### src/rtl/rgn_maint_pkg.sv
// Package: shared encodings of the region cache maintenance engine.
// Assumes control-word bit positions are fixed by software convention.
package rgn_maint_pkg;

    typedef enum logic [2:0] {
        SEL_CTRL     = 3'd0,
        SEL_END_LO   = 3'd1,
        SEL_END_HI   = 3'd2,
        SEL_START_LO = 3'd3,
        SEL_START_HI = 3'd4
    } reg_sel_e;

    typedef enum logic [1:0] {
        LOP_FLUSH       = 2'd0,
        LOP_INVAL       = 2'd1,
        LOP_FLUSH_INVAL = 2'd2
    } line_op_e;

    localparam int CTRL_MODE_BIT = 6;
    localparam int CTRL_ERR_BIT  = 7;
    localparam int CTRL_BUSY_BIT = 8;
    localparam int CTRL_OP_LSB   = 9;

    // Map the control operation field and mode bit to a line op code.
    function automatic line_op_e decode_op(input logic [2:0] op, input logic mode);
        if (op == 3'b001) return mode ? LOP_FLUSH_INVAL : LOP_INVAL;
        return LOP_FLUSH;
    endfunction

endpackage

### src/rtl/rgn_maint_regs.sv
// Module: rgn_maint_regs
// Holds the control, end and start registers. It raises a one-cycle launch
// when the start-low register is written while idle, and sets a sticky
// error when that write arrives while busy.
// Assumes ADDR_W >= 32. The upper registers exist only when ADDR_W > 32.
module rgn_maint_regs
    import rgn_maint_pkg::*;
#(
    parameter int ADDR_W = 40
) (
    input  logic              clk,
    input  logic              rst_n,
    input  logic              wr_en,
    input  logic [2:0]        wr_sel,
    input  logic [31:0]       wr_data,
    input  logic              busy,
    output logic [2:0]        op_sel,
    output logic              mode,
    output logic              err,
    output logic [ADDR_W-1:0] end_addr,
    output logic [ADDR_W-1:0] start_addr,
    output logic              launch
);
    localparam int HI_W = ADDR_W - 32;

    logic [31:0] end_lo_q;
    logic        start_wr;
    logic        reject;

    assign start_wr = wr_en && (reg_sel_e'(wr_sel) == SEL_START_LO);
    assign launch   = start_wr && !busy;
    assign reject   = start_wr && busy;

    // Control fields and the sticky error flag.
    always_ff @(posedge clk) begin
        if (!rst_n) begin
            op_sel <= '0;
            mode   <= 1'b0;
            err    <= 1'b0;
        end else begin
            if (wr_en && reg_sel_e'(wr_sel) == SEL_CTRL) begin
                op_sel <= wr_data[CTRL_OP_LSB +: 3];
                mode   <= wr_data[CTRL_MODE_BIT];
            end
            if (reject)
                err <= 1'b1;
            else if (wr_en && reg_sel_e'(wr_sel) == SEL_CTRL && wr_data[CTRL_ERR_BIT])
                err <= 1'b0;
        end
    end

    // Low half of the exclusive end address.
    always_ff @(posedge clk) begin
        if (!rst_n)
            end_lo_q <= '0;
        else if (wr_en && reg_sel_e'(wr_sel) == SEL_END_LO)
            end_lo_q <= wr_data;
    end

    generate
        if (HI_W > 0) begin : g_hi
            logic [HI_W-1:0] end_hi_q;
            logic [HI_W-1:0] start_hi_q;

            // Upper halves, written ahead of their low counterparts.
            always_ff @(posedge clk) begin
                if (!rst_n) begin
                    end_hi_q   <= '0;
                    start_hi_q <= '0;
                end else if (wr_en) begin
                    if (reg_sel_e'(wr_sel) == SEL_END_HI)   end_hi_q   <= wr_data[HI_W-1:0];
                    if (reg_sel_e'(wr_sel) == SEL_START_HI) start_hi_q <= wr_data[HI_W-1:0];
                end
            end
            assign end_addr   = {end_hi_q, end_lo_q};
            assign start_addr = {start_hi_q, wr_data};
        end else begin : g_lo
            assign end_addr   = end_lo_q;
            assign start_addr = wr_data;
        end
    endgenerate

    AST_REJECT_FLAGS: assert property (@(posedge clk) disable iff (!rst_n)
        (wr_en && reg_sel_e'(wr_sel) == SEL_START_LO && busy) |=> err);

endmodule

### src/rtl/rgn_maint_walker.sv
// Module: rgn_maint_walker
// Converts a launched range into line indices and issues one request per line
// on a valid/ready port. Busy stays high until the last line is accepted.
// Assumes launch is only raised while idle.
module rgn_maint_walker
    import rgn_maint_pkg::*;
#(
    parameter int ADDR_W     = 40,
    parameter int LINE_BYTES = 64
) (
    input  logic              clk,
    input  logic              rst_n,
    input  logic              launch,
    input  logic [ADDR_W-1:0] start_addr,
    input  logic [ADDR_W-1:0] end_addr,
    input  logic [2:0]        op_sel,
    input  logic              mode,
    input  logic              line_ready,
    output logic              busy,
    output logic              line_valid,
    output logic [ADDR_W-1:0] line_addr,
    output logic [1:0]        line_op
);
    localparam int LSB   = $clog2(LINE_BYTES);
    localparam int IDX_W = ADDR_W - LSB;

    logic [IDX_W-1:0] cur_idx;
    logic [IDX_W:0]   lim_idx;
    logic [IDX_W-1:0] first_idx;
    logic [IDX_W:0]   ceil_idx;
    logic [ADDR_W:0]  end_round;
    logic             nonempty;
    logic             accept;
    line_op_e         op_q;

    // Round start down and end up to whole lines.
    always_comb begin
        first_idx = start_addr[ADDR_W-1:LSB];
        end_round = {1'b0, end_addr} + (ADDR_W+1)'(LINE_BYTES - 1);
        ceil_idx  = end_round[ADDR_W:LSB];
        nonempty  = ceil_idx > {1'b0, first_idx};
    end

    assign accept = busy && line_ready;

    // Walk state: the current line, the exclusive limit and the latched op.
    always_ff @(posedge clk) begin
        if (!rst_n) begin
            busy    <= 1'b0;
            cur_idx <= '0;
            lim_idx <= '0;
            op_q    <= LOP_FLUSH;
        end else if (launch) begin
            busy    <= nonempty;
            cur_idx <= first_idx;
            lim_idx <= ceil_idx;
            op_q    <= decode_op(op_sel, mode);
        end else if (accept) begin
            if ({1'b0, cur_idx} + 1'b1 == lim_idx)
                busy <= 1'b0;
            else
                cur_idx <= cur_idx + 1'b1;
        end
    end

    assign line_valid = busy;
    assign line_addr  = {cur_idx, {LSB{1'b0}}};
    assign line_op    = op_q;

    AST_STALL_HOLDS: assert property (@(posedge clk) disable iff (!rst_n)
        (line_valid && !line_ready) |=> ($stable(line_addr) && $stable(line_op)));
    AST_ONE_LINE_STEP: assert property (@(posedge clk) disable iff (!rst_n)
        (line_valid && line_ready) |=>
        (!line_valid || line_addr == $past(line_addr) + ADDR_W'(LINE_BYTES)));
    AST_NO_OVERRUN: assert property (@(posedge clk) disable iff (!rst_n)
        busy |-> ({1'b0, cur_idx} < lim_idx));
    AST_LAUNCH_IDLE: assert property (@(posedge clk) disable iff (!rst_n)
        launch |-> !busy);
    AST_EMPTY_STAYS_IDLE: assert property (@(posedge clk) disable iff (!rst_n)
        (launch && !nonempty) |=> !busy);
    AST_LAUNCH_BUSY: assert property (@(posedge clk) disable iff (!rst_n)
        (launch && nonempty) |=> busy);

endmodule

### src/rtl/rgn_maint_engine.sv
// Module: rgn_maint_engine (top)
// Region cache maintenance engine: a register front end plus a line walker.
// Assumes LINE_BYTES is 64 or 128 and ADDR_W is at least 32.
module rgn_maint_engine
    import rgn_maint_pkg::*;
#(
    parameter int ADDR_W     = 40,
    parameter int LINE_BYTES = 64
) (
    input  logic              clk,
    input  logic              rst_n,
    input  logic              wr_en,
    input  logic [2:0]        wr_sel,
    input  logic [31:0]       wr_data,
    output logic [31:0]       ctrl_rdata,
    output logic              line_valid,
    input  logic              line_ready,
    output logic [ADDR_W-1:0] line_addr,
    output logic [1:0]        line_op
);
    logic [2:0]        op_sel;
    logic              mode;
    logic              err;
    logic              busy;
    logic              launch;
    logic [ADDR_W-1:0] end_addr;
    logic [ADDR_W-1:0] start_addr;

    rgn_maint_regs #(.ADDR_W(ADDR_W)) u_regs (
        .clk        (clk),
        .rst_n      (rst_n),
        .wr_en      (wr_en),
        .wr_sel     (wr_sel),
        .wr_data    (wr_data),
        .busy       (busy),
        .op_sel     (op_sel),
        .mode       (mode),
        .err        (err),
        .end_addr   (end_addr),
        .start_addr (start_addr),
        .launch     (launch)
    );

    rgn_maint_walker #(.ADDR_W(ADDR_W), .LINE_BYTES(LINE_BYTES)) u_walk (
        .clk        (clk),
        .rst_n      (rst_n),
        .launch     (launch),
        .start_addr (start_addr),
        .end_addr   (end_addr),
        .op_sel     (op_sel),
        .mode       (mode),
        .line_ready (line_ready),
        .busy       (busy),
        .line_valid (line_valid),
        .line_addr  (line_addr),
        .line_op    (line_op)
    );

    // Assemble the control readback word.
    always_comb begin
        ctrl_rdata = '0;
        ctrl_rdata[CTRL_OP_LSB +: 3] = op_sel;
        ctrl_rdata[CTRL_BUSY_BIT]    = busy;
        ctrl_rdata[CTRL_ERR_BIT]     = err;
        ctrl_rdata[CTRL_MODE_BIT]    = mode;
    end

endmodule

### config.mk
export PLATFORM = sky130hd
export DESIGN_NAME = rgn_maint_engine
export DESIGN_NICKNAME = d
export VERILOG_FILES = /design/src/rtl/rgn_maint_pkg.sv /design/src/rtl/rgn_maint_regs.sv /design/src/rtl/rgn_maint_walker.sv /design/src/rtl/rgn_maint_engine.sv
export SDC_FILE = /design/constraint.sdc
export NUM_CORES = 1
export LEC_CHECK = 0
export BUFFER_PORTS_ARGS = -buffer_cell sky130_fd_sc_hd__buf_4
export CAP_MARGIN = 20
export CELL_PAD_IN_SITES_DETAIL_PLACEMENT = 0
export CELL_PAD_IN_SITES_GLOBAL_PLACEMENT = 2
export CORE_MARGIN = 5
export CORE_UTILIZATION = 35
export CTS_BUF_LIST = sky130_fd_sc_hd__clkbuf_8
export CTS_CLUSTER_SIZE = 25
export DETAILED_ROUTE_END_ITERATION = 6
export GPL_TIMING_DRIVEN = 1
export PLACE_DENSITY_LB_ADDON = 0.1
export SLEW_MARGIN = 10
export SYNTH_ARGS = -nofsm -noshare
export SYNTH_HDL_FRONTEND = slang
export SYNTH_SLANG_ARGS = --single-unit
### constraint.sdc
create_clock -name clk -period 10.7 [get_ports clk]
set_input_delay 2.14 -clock clk [delete_from_list [all_inputs] [get_ports clk]]
set_output_delay 2.14 -clock clk [all_outputs]
set_load 0.01 [all_outputs]
==> metrics.md, run 1 <==
| Metric | Value |
|---|---|
| Final design utilization | 39.7% |
| Port buffer count | 81 |
| 1st-pass router iterations | 5 |
| Setup crit end kind | flip-flop |
| Synth area leaders | dfxtp_1, xnor2_1, nand2_1 |
| Seq/Total Area, Yosys | just under 30% |
| Post-synth EDFFs | 0 |
| Critical Path RT | 11.03 ns |
| Nets | 1221 |
| Detailed Place HPWL | 23.5 mm |
| CTS tree | yes |
| Layout area overhead | 12.7% |
| Worst IR Drop VDD | 97.9 uV |
| Total CTS buffers | 17 |
| Lkg Pwr | 3.74 nW |
| Hold buffers post-CTS | 0 |
| Post-Synthesis Cells | roughly 1100 |
| Die area | 27500 um^2 |
| Slew HR | approximately two fifths |
| Hold Crit Depth | 2 |
| Clock slew at reported path FFs | 0.08 ns |
| Most common cell in the netlist | nand2_1 |
| R2r setup slk | 6.14 ns |
| Final setup fails | 0 |
| Ant diodes | 0 |
| Global-route usage over all layers | roughly 22% |
| Clock tree sinks | 125 |
| #FFs+latches synth | about 130 |
| Latest clock arrival within the worst-skew pair | approximately 0.45 ns |
| Yosys cell types | 74 |
| Avg Inst Size Synth | 7.61 um^2 |
| Biggest area consumer among synthesized cells | dfxtp_1 |
| Setup TNS | 0 ns |
| Max-slew violation count | 0 |
| Vias/cell | 5.38 |
| Hold WC Path Type | reg2reg |
| Critical Path Fanout Max | 28 |
| Synth top area share | 29.4% |
| Max-Cap Viols | 0 |
| First-pass GRT wire length | roughly 47 mm |
| Post-cts resize count | 0 |
| Most common flop cell mapped by yosys | dfxtp_1 |
| Clk root buf | clkbuf_8 |
| Cell Pwr Density | 119 nW/um^2 |
| IO Pins | 114 |
| Initial antenna violation count | 0 |
| Status | finished clean |
| Htree depth | 4 |
| Vias | 7983 |
| Setup bufs post-CTS | 0 |
| DRT Wirelength | 30.6 mm |
| Power, Total | approximately 1.1 mW |
| Core area | 24100 um^2 |
| Peak Freq | about 220 MHz |
| Layout cell share with drive strength beyond 1 | between 10% and 20% |
| Total gr overflow | 0 |
| Synth Warn # | 0 |
| Largest net degree at the start of global routing | 84 |
| Antenna Nets Post-Route | 0 |
| Hold Path Sink | u_regs.end_lo_q[4]$_SDFFE_PN0P_ |
| Drt drc | 0 |
| Die W | between 150 and 200 um |
| Final Cell Area | 9580 um^2 |
| R2r endpoint | u_walk.cur_idx[23]$_SDFFE_PN0P_ |
| Critical path class | reg2reg |
| Worst Max-Slew Pin Slew | 0.878 ns |
| Wire per inst | 20.6 um |
| Die H | 166 um |
| DRT iter0 DRCs | 507 |
| CP arrival | about 5 ns |
| Placer Congestion | 0.959 |
| Final period utilization | 42.6% |
| Vias in the first global route | 7670 |
| Worst flop-to-flop path startpoint | u_walk.cur_idx[0]$_SDFFE_PN0P_ |
| Setup crit start kind | flip-flop |
| Hold_sp | u_regs.end_lo_q[4]$_SDFFE_PN0P_ |
| Min Clock Period, post-route | about 4.6 ns |
| Register-to-Register Path Depth | 11 |
| Starting Density | 35.3% |
| Post-synth top cells | nand2_1, dfxtp_1, nor2_1 |
| RSZ-0062 raised after global routing | no |
| Row count | 57 |
| Placed cell areas | 9090 um^2 |
| Async set-reset flop share out of synthesis | 0% |
| Worst Skew | 0.0201 ns |
| Post-synthesis cell area | 8500 um^2 |
| Fin. Hold Viols | 0 |
| Clock buffer depth | 2 |
sequential cells by signal (all words and copies together), names as in the netlist:
name,flops
u_regs.end_lo_q,32
u_walk.busy,1
u_regs.g_hi.end_hi_q,8
u_regs.mode,1
u_regs.err,1
u_regs.g_hi.start_hi_q,8
u_walk.lim_idx,35
u_walk.line_op,2
u_walk.cur_idx,34
u_regs.op_sel,3
per-stage QoR:
step	hold slack [ns]	setup WS (ns)	cells
final	0.456	6.14	1484
after global routing	0.482	5.75	1484
after CTS	0.460	6.16	1484
after detailed placement	0.449	5.95	1452
after global placement	0.445	5.97	1452
after floorplan	0.436	6.96	1147
cell families after synthesis:
| logic type | count (synthesis) | share of synthesized area [%] |
|---|---|---|
| flip-flops | 125 | 29.4 |
| other | 1 | 0.0441 |
| buffers and inverters | 160 | 9.38 |
| multiplexers | 16 | 1.91 |
| AND/OR/NAND/NOR | 476 | 28.8 |
| adder cells (fa/ha/maj) | 35 | 5.15 |
| AO/OA/AOI/OAI | 223 | 17.0 |
| XOR/XNOR | 80 | 8.24 |
final cells by class:
type	count	area, um^2
Fill cell	2638	14500
Sequential cell	125	2500
Tap cell	324	405
Timing Repair Buffer	87	653
Clock buffer	18	248
Multi-Input combinational cell	862	5330
Inverter	54	204
Clock inverter	14	239
critical path, cell delays in order (launching register included):
cell and delay, ns:
dfxtp_1 0.53, ha_1 0.41, nand4_2 0.25, nor3_1 0.62, nand3_1 0.28, xnor2_1 0.23
nor4_1 0.30, nand4_1 0.24, or4_1 0.84, nand2_8 0.31, a21oi_1 0.08, a2111oi_2 0.34
power by group:
part	switching [mW]	internal [mW]	total [mW]
registers	0.0200	0.477	0.497
logic	0.0760	0.0484	0.124
clock network	0.207	0.309	0.516
total	0.303	0.834	1.14
cell usage in the layout (no fill, tap or decap), drive strengths merged, types with 17 or more instances in the layout:
cell type,instances
and3,17
nand2,128
inv,57
conb,32
nand3,51
clkbuf,18
nor2,111
xnor2,60
buf,87
o21ai,42
a21oi,86
nand4,41
xor2,20
nor3,52
dfxtp,125
ha,35
worst max-delay path by stage:
| stage | start | endpoint | slack (ns) | depth (start not counted) |
|---|---|---|---|---|
| 2_1_floorplan | u_walk.cur_idx[26]$_SDFFE_PN0P_ | u_walk.cur_idx[15]$_SDFFE_PN0P_ | 6.96 | 13 |
| 3_3_place_gp | wr_sel[2] | u_walk.cur_idx[12]$_SDFFE_PN0P_ | 5.97 | 8 |
| 3_5_place_dp | wr_sel[2] | u_walk.cur_idx[12]$_SDFFE_PN0P_ | 5.95 | 8 |
| 4_1_cts | u_walk.cur_idx[0]$_SDFFE_PN0P_ | u_walk.cur_idx[23]$_SDFFE_PN0P_ | 6.16 | 11 |
| 5_1_grt | u_walk.cur_idx[0]$_SDFFE_PN0P_ | u_walk.cur_idx[23]$_SDFFE_PN0P_ | 5.75 | 11 |
| 6_report | u_walk.cur_idx[0]$_SDFFE_PN0P_ | u_walk.cur_idx[23]$_SDFFE_PN0P_ | 6.14 | 11 |
per-layer routing:
metal,routed length [um],part of all wire [%],up-vias,track usage (%)
met4,533,1.7,0,5.81
li1,-,-,3958,-
met1,15500,51,3765,32.4
met3,1500,4.9,27,3.00
met2,13100,43,233,32.4
met5,0,0,-,0
Note: power is estimated with default switching activity, not from simulation.
==> inputs of run 2 (changes only) <==
ABC_AREA = 1   (was unset)
CORE_UTILIZATION = 29   (was 35)
clock period = 3.67 ns   (was 10.7 ns; I/O delays follow)
==> metrics.md, run 2 <==
| Metric | Value |
|---|---|
| Vias | 8730 |
| Largest register FFs | 35 |
| Final setup fails | 0 |
| Non-filler instance count after layout | 1854 |
| Lkg Pwr | approximately 4.4 nW |
| CP arrival | between 3 and 4 ns |
| DRT iter0 DRCs | approximately 620 |
| Most frequent CP cell | inv_1 |
| Most frequent cells in the layout | nand2_1, inv_1, a21oi_1, o21ai_0, dfxtp_1 |
| Fillers | 3346 |
| Global-route usage over all layers | roughly a fifth |
| Vias/cell | 4.71 |
| Clock tree sinks | 125 |
| Worst Skew | 0.0176 ns |
| Yosys cell types | 41 |
| Die area | ~33000 um^2 |
| Instance count on the critical path | 19 |
| Worst Setup EP | u_walk.busy$_SDFFE_PN0P_ |
| Clk root buf | clkbuf_8 |
| Worst Max-Slew Pin Slew | about 0.72 ns |
| Total gr overflow | 0 |
| Setup crit end kind | flip-flop |
| Critical Path Fanout Max | 4 |
| Placer Congestion | a little over 0.8 |
| Post-cts resize count | 0 |
| Placed instance count | 1821 |
| Critical Path RT | approximately 4 ns |
| R2r setup slk | 0.34 ns |
| Hold buffers post-CTS | 0 |
| Row count | 63 |
| Synth top area share | between 20% and 30% |
| Setup bufs post-CTS | 0 |
| Initial antenna violation count | 2 |
| Most common flop cell mapped by yosys | dfxtp_1 |
| Cell Pwr Density | roughly 320 nW/um^2 |
| Worst IR Drop VDD | 210 uV |
| Setup crit start kind | flip-flop |
| Die H | 183 um |
| Starting Density | 29.2% |
| Post-synthesis cell area | 8650 um^2 |
| Slowest CP cell | dfxtp_1 |
| CTS tree | yes |
| Synth area leaders | dfxtp_1, nand2_1, inv_1 |
| #FFs+latches synth | 125 |
| Port buffer count | 81 |
| 1st-pass router iterations | 5 |
| Seq/Total Area, Yosys | 28.9% |
| Slew HR | 51.6% |
| IO Pins | 114 |
| Power, Total | 3.27 mW |
| Wire per inst | 17.6 um |
| Status | finished clean |
| Total CTS buffers | 17 |
| Setup TNS | 0 ns |
| Peak Freq | 300 MHz |
| Max-slew violation count | 0 |
| First-pass GRT wire length | 49.5 mm |
| Layout area overhead | 17.4% |
| Max-Cap Viols | 0 |
| Hold WC Path Type | reg2reg |
| Post-Synthesis Cells | 1368 |
| Latest clock arrival within the worst-skew pair | 0.45 ns |
| Vias in the first global route | 8204 |
| Drt drc | 0 |
| Fin. Hold Viols | 0 |
| Min Clock Period, post-route | 3.33 ns |
| Critical path class | reg2reg |
| DRT Wirelength | ~33 mm |
| Synth Warn # | 0 |
| Largest Register | u_walk.lim_idx |
| Final period utilization | 90.8% |
| Bufs and invs on worst path | 4 |
| Biggest regs | u_walk.lim_idx x35, u_walk.cur_idx x34, u_regs.end_lo_q x32 |
| Nets | 1524 |
| FF/Latch Area | about 2500 um^2 |
| Die W | 183 um |
| Largest net degree at the start of global routing | 87 |
| Most common cell in the netlist | nand2_1 |
| Post-synth top cells | nand2_1, inv_1, a21oi_1 |
| Avg Inst Size Synth | around 6.3 um^2 |
| CP delay by family, top | simple AND/OR/NAND/NOR gates |
| Htree depth | 4 |
| Cell Chain, Critical Path | inv_1 > nor3_1 > nor3b_1 > inv_1 > nor2_1 > nand3_1 > nor2_1 > nand2_1 > nor3_1 > xor2_1 > inv_1 > ha_1 > inv_1 > o211ai_1 > o21bai_1 > nor2_1 > nand3_1 > nand2_1 > a21oi_1 |
| Post-synth EDFFs | 0 |
| Layout cell share with drive strength beyond 1 | 12.0% |
| Beginning of the critical path | u_regs.end_lo_q[16]$_SDFFE_PN0P_ |
| Async set-reset flop share out of synthesis | 0% |
| Register-to-Register Path Depth | 19 |
| Multi-input logic area | just over 5000 um^2 |
| Core area | 29600 um^2 |
| Detailed Place HPWL | approximately 25 mm |
| Worst flop-to-flop path startpoint | u_regs.end_lo_q[16]$_SDFFE_PN0P_ |
| Biggest area consumer among synthesized cells | dfxtp_1 |
| RSZ-0062 raised after global routing | no |
| Clock slew at reported path FFs | 0.09 ns |
| Antenna Nets Post-Route | 0 |
| Critical Path Max Stage Delay | 0.38 ns |
| R2r endpoint | u_walk.busy$_SDFFE_PN0P_ |
| Clock buffer depth | 2 |
| Final design utilization | around a third |
| Most common cell after layout, fill and taps aside | nand2_1 |
[run 2: area by class of cell]
cell class / instances / share of cell area (%)
Clock buffer: 18 / 2.44
Tap cell: 390 / 4.81
Sequential cell: 125 / 24.7
Clock inverter: 14 / 2.13
Timing Repair Buffer: 112 / 8.53
Inverter: 189 / 7.00
Antenna cell: 1 / 0.0247
Multi-Input combinational cell: 1005 / 50.4
[run 2: worst min-delay path by stage]
stage,slack [ns],cells after the start,to,from
after floorplan,0.45,2,u_regs.end_lo_q[5]$_SDFFE_PN0P_,u_regs.end_lo_q[5]$_SDFFE_PN0P_
after global placement,0.47,2,u_regs.err$_SDFFE_PN0P_,u_regs.err$_SDFFE_PN0P_
after detailed placement,0.47,2,u_regs.op_sel[2]$_SDFFE_PN0P_,u_regs.op_sel[2]$_SDFFE_PN0P_
after CTS,0.48,2,u_regs.op_sel[2]$_SDFFE_PN0P_,u_regs.op_sel[2]$_SDFFE_PN0P_
after global routing,0.50,2,u_regs.end_lo_q[2]$_SDFFE_PN0P_,u_regs.end_lo_q[2]$_SDFFE_PN0P_
final,0.47,2,u_regs.op_sel[2]$_SDFFE_PN0P_,u_regs.op_sel[2]$_SDFFE_PN0P_
[run 2: power by group]
| part | leakage [nW] | switching [mW] | total [mW] | internal (mW) |
|---|---|---|---|---|
| Clock | 0.227 | 0.639 | 1.47 | 0.829 |
| Combinational | 3.12 | 0.243 | 0.373 | 0.130 |
| Sequential | 1.01 | 0.0347 | 1.43 | 1.39 |
| Total | 4.36 | 0.917 | 3.27 | 2.35 |
[run 2: per-layer routing]
metal / GRT usage (%) / share of wire, % / vias up
met1: 27.9 / 51 / 3958
met4: 3.90 / 1.2 / 0
met5: 0 / 0 / -
li1: - / - / 4573
met3: 2.73 / 3.7 / 23
met2: 30.8 / 45 / 176
[run 2: worst min-delay path, stage by stage (launching register included)]
cell	delay, ns
dfxtp_1	0.32
inv_1	0.06
a21oi_1	0.05
[run 2: logic make-up (layout without fill, tap and decap cells)]
kind of cell	after synthesis	in the layout	synth area share, %
fa+ha+maj	35	35	5.07
xor+xnor	28	28	3.31
flops	125	125	28.9
other cells	1	33	0.0434
buf+inv	269	333	13.6
simple gates	630	630	32.3
compound gates	280	280	16.8
[run 2: per-stage QoR]
step	cell area (um^2)	hold WS, ns	setup WS (ns)
floorplan	8760	0.445	0.606
global placement	9660	0.467	0.322
global route	10100	0.499	0.00757
detailed placement	9660	0.468	0.230
CTS	10100	0.482	0.169
finish	10200	0.474	0.339
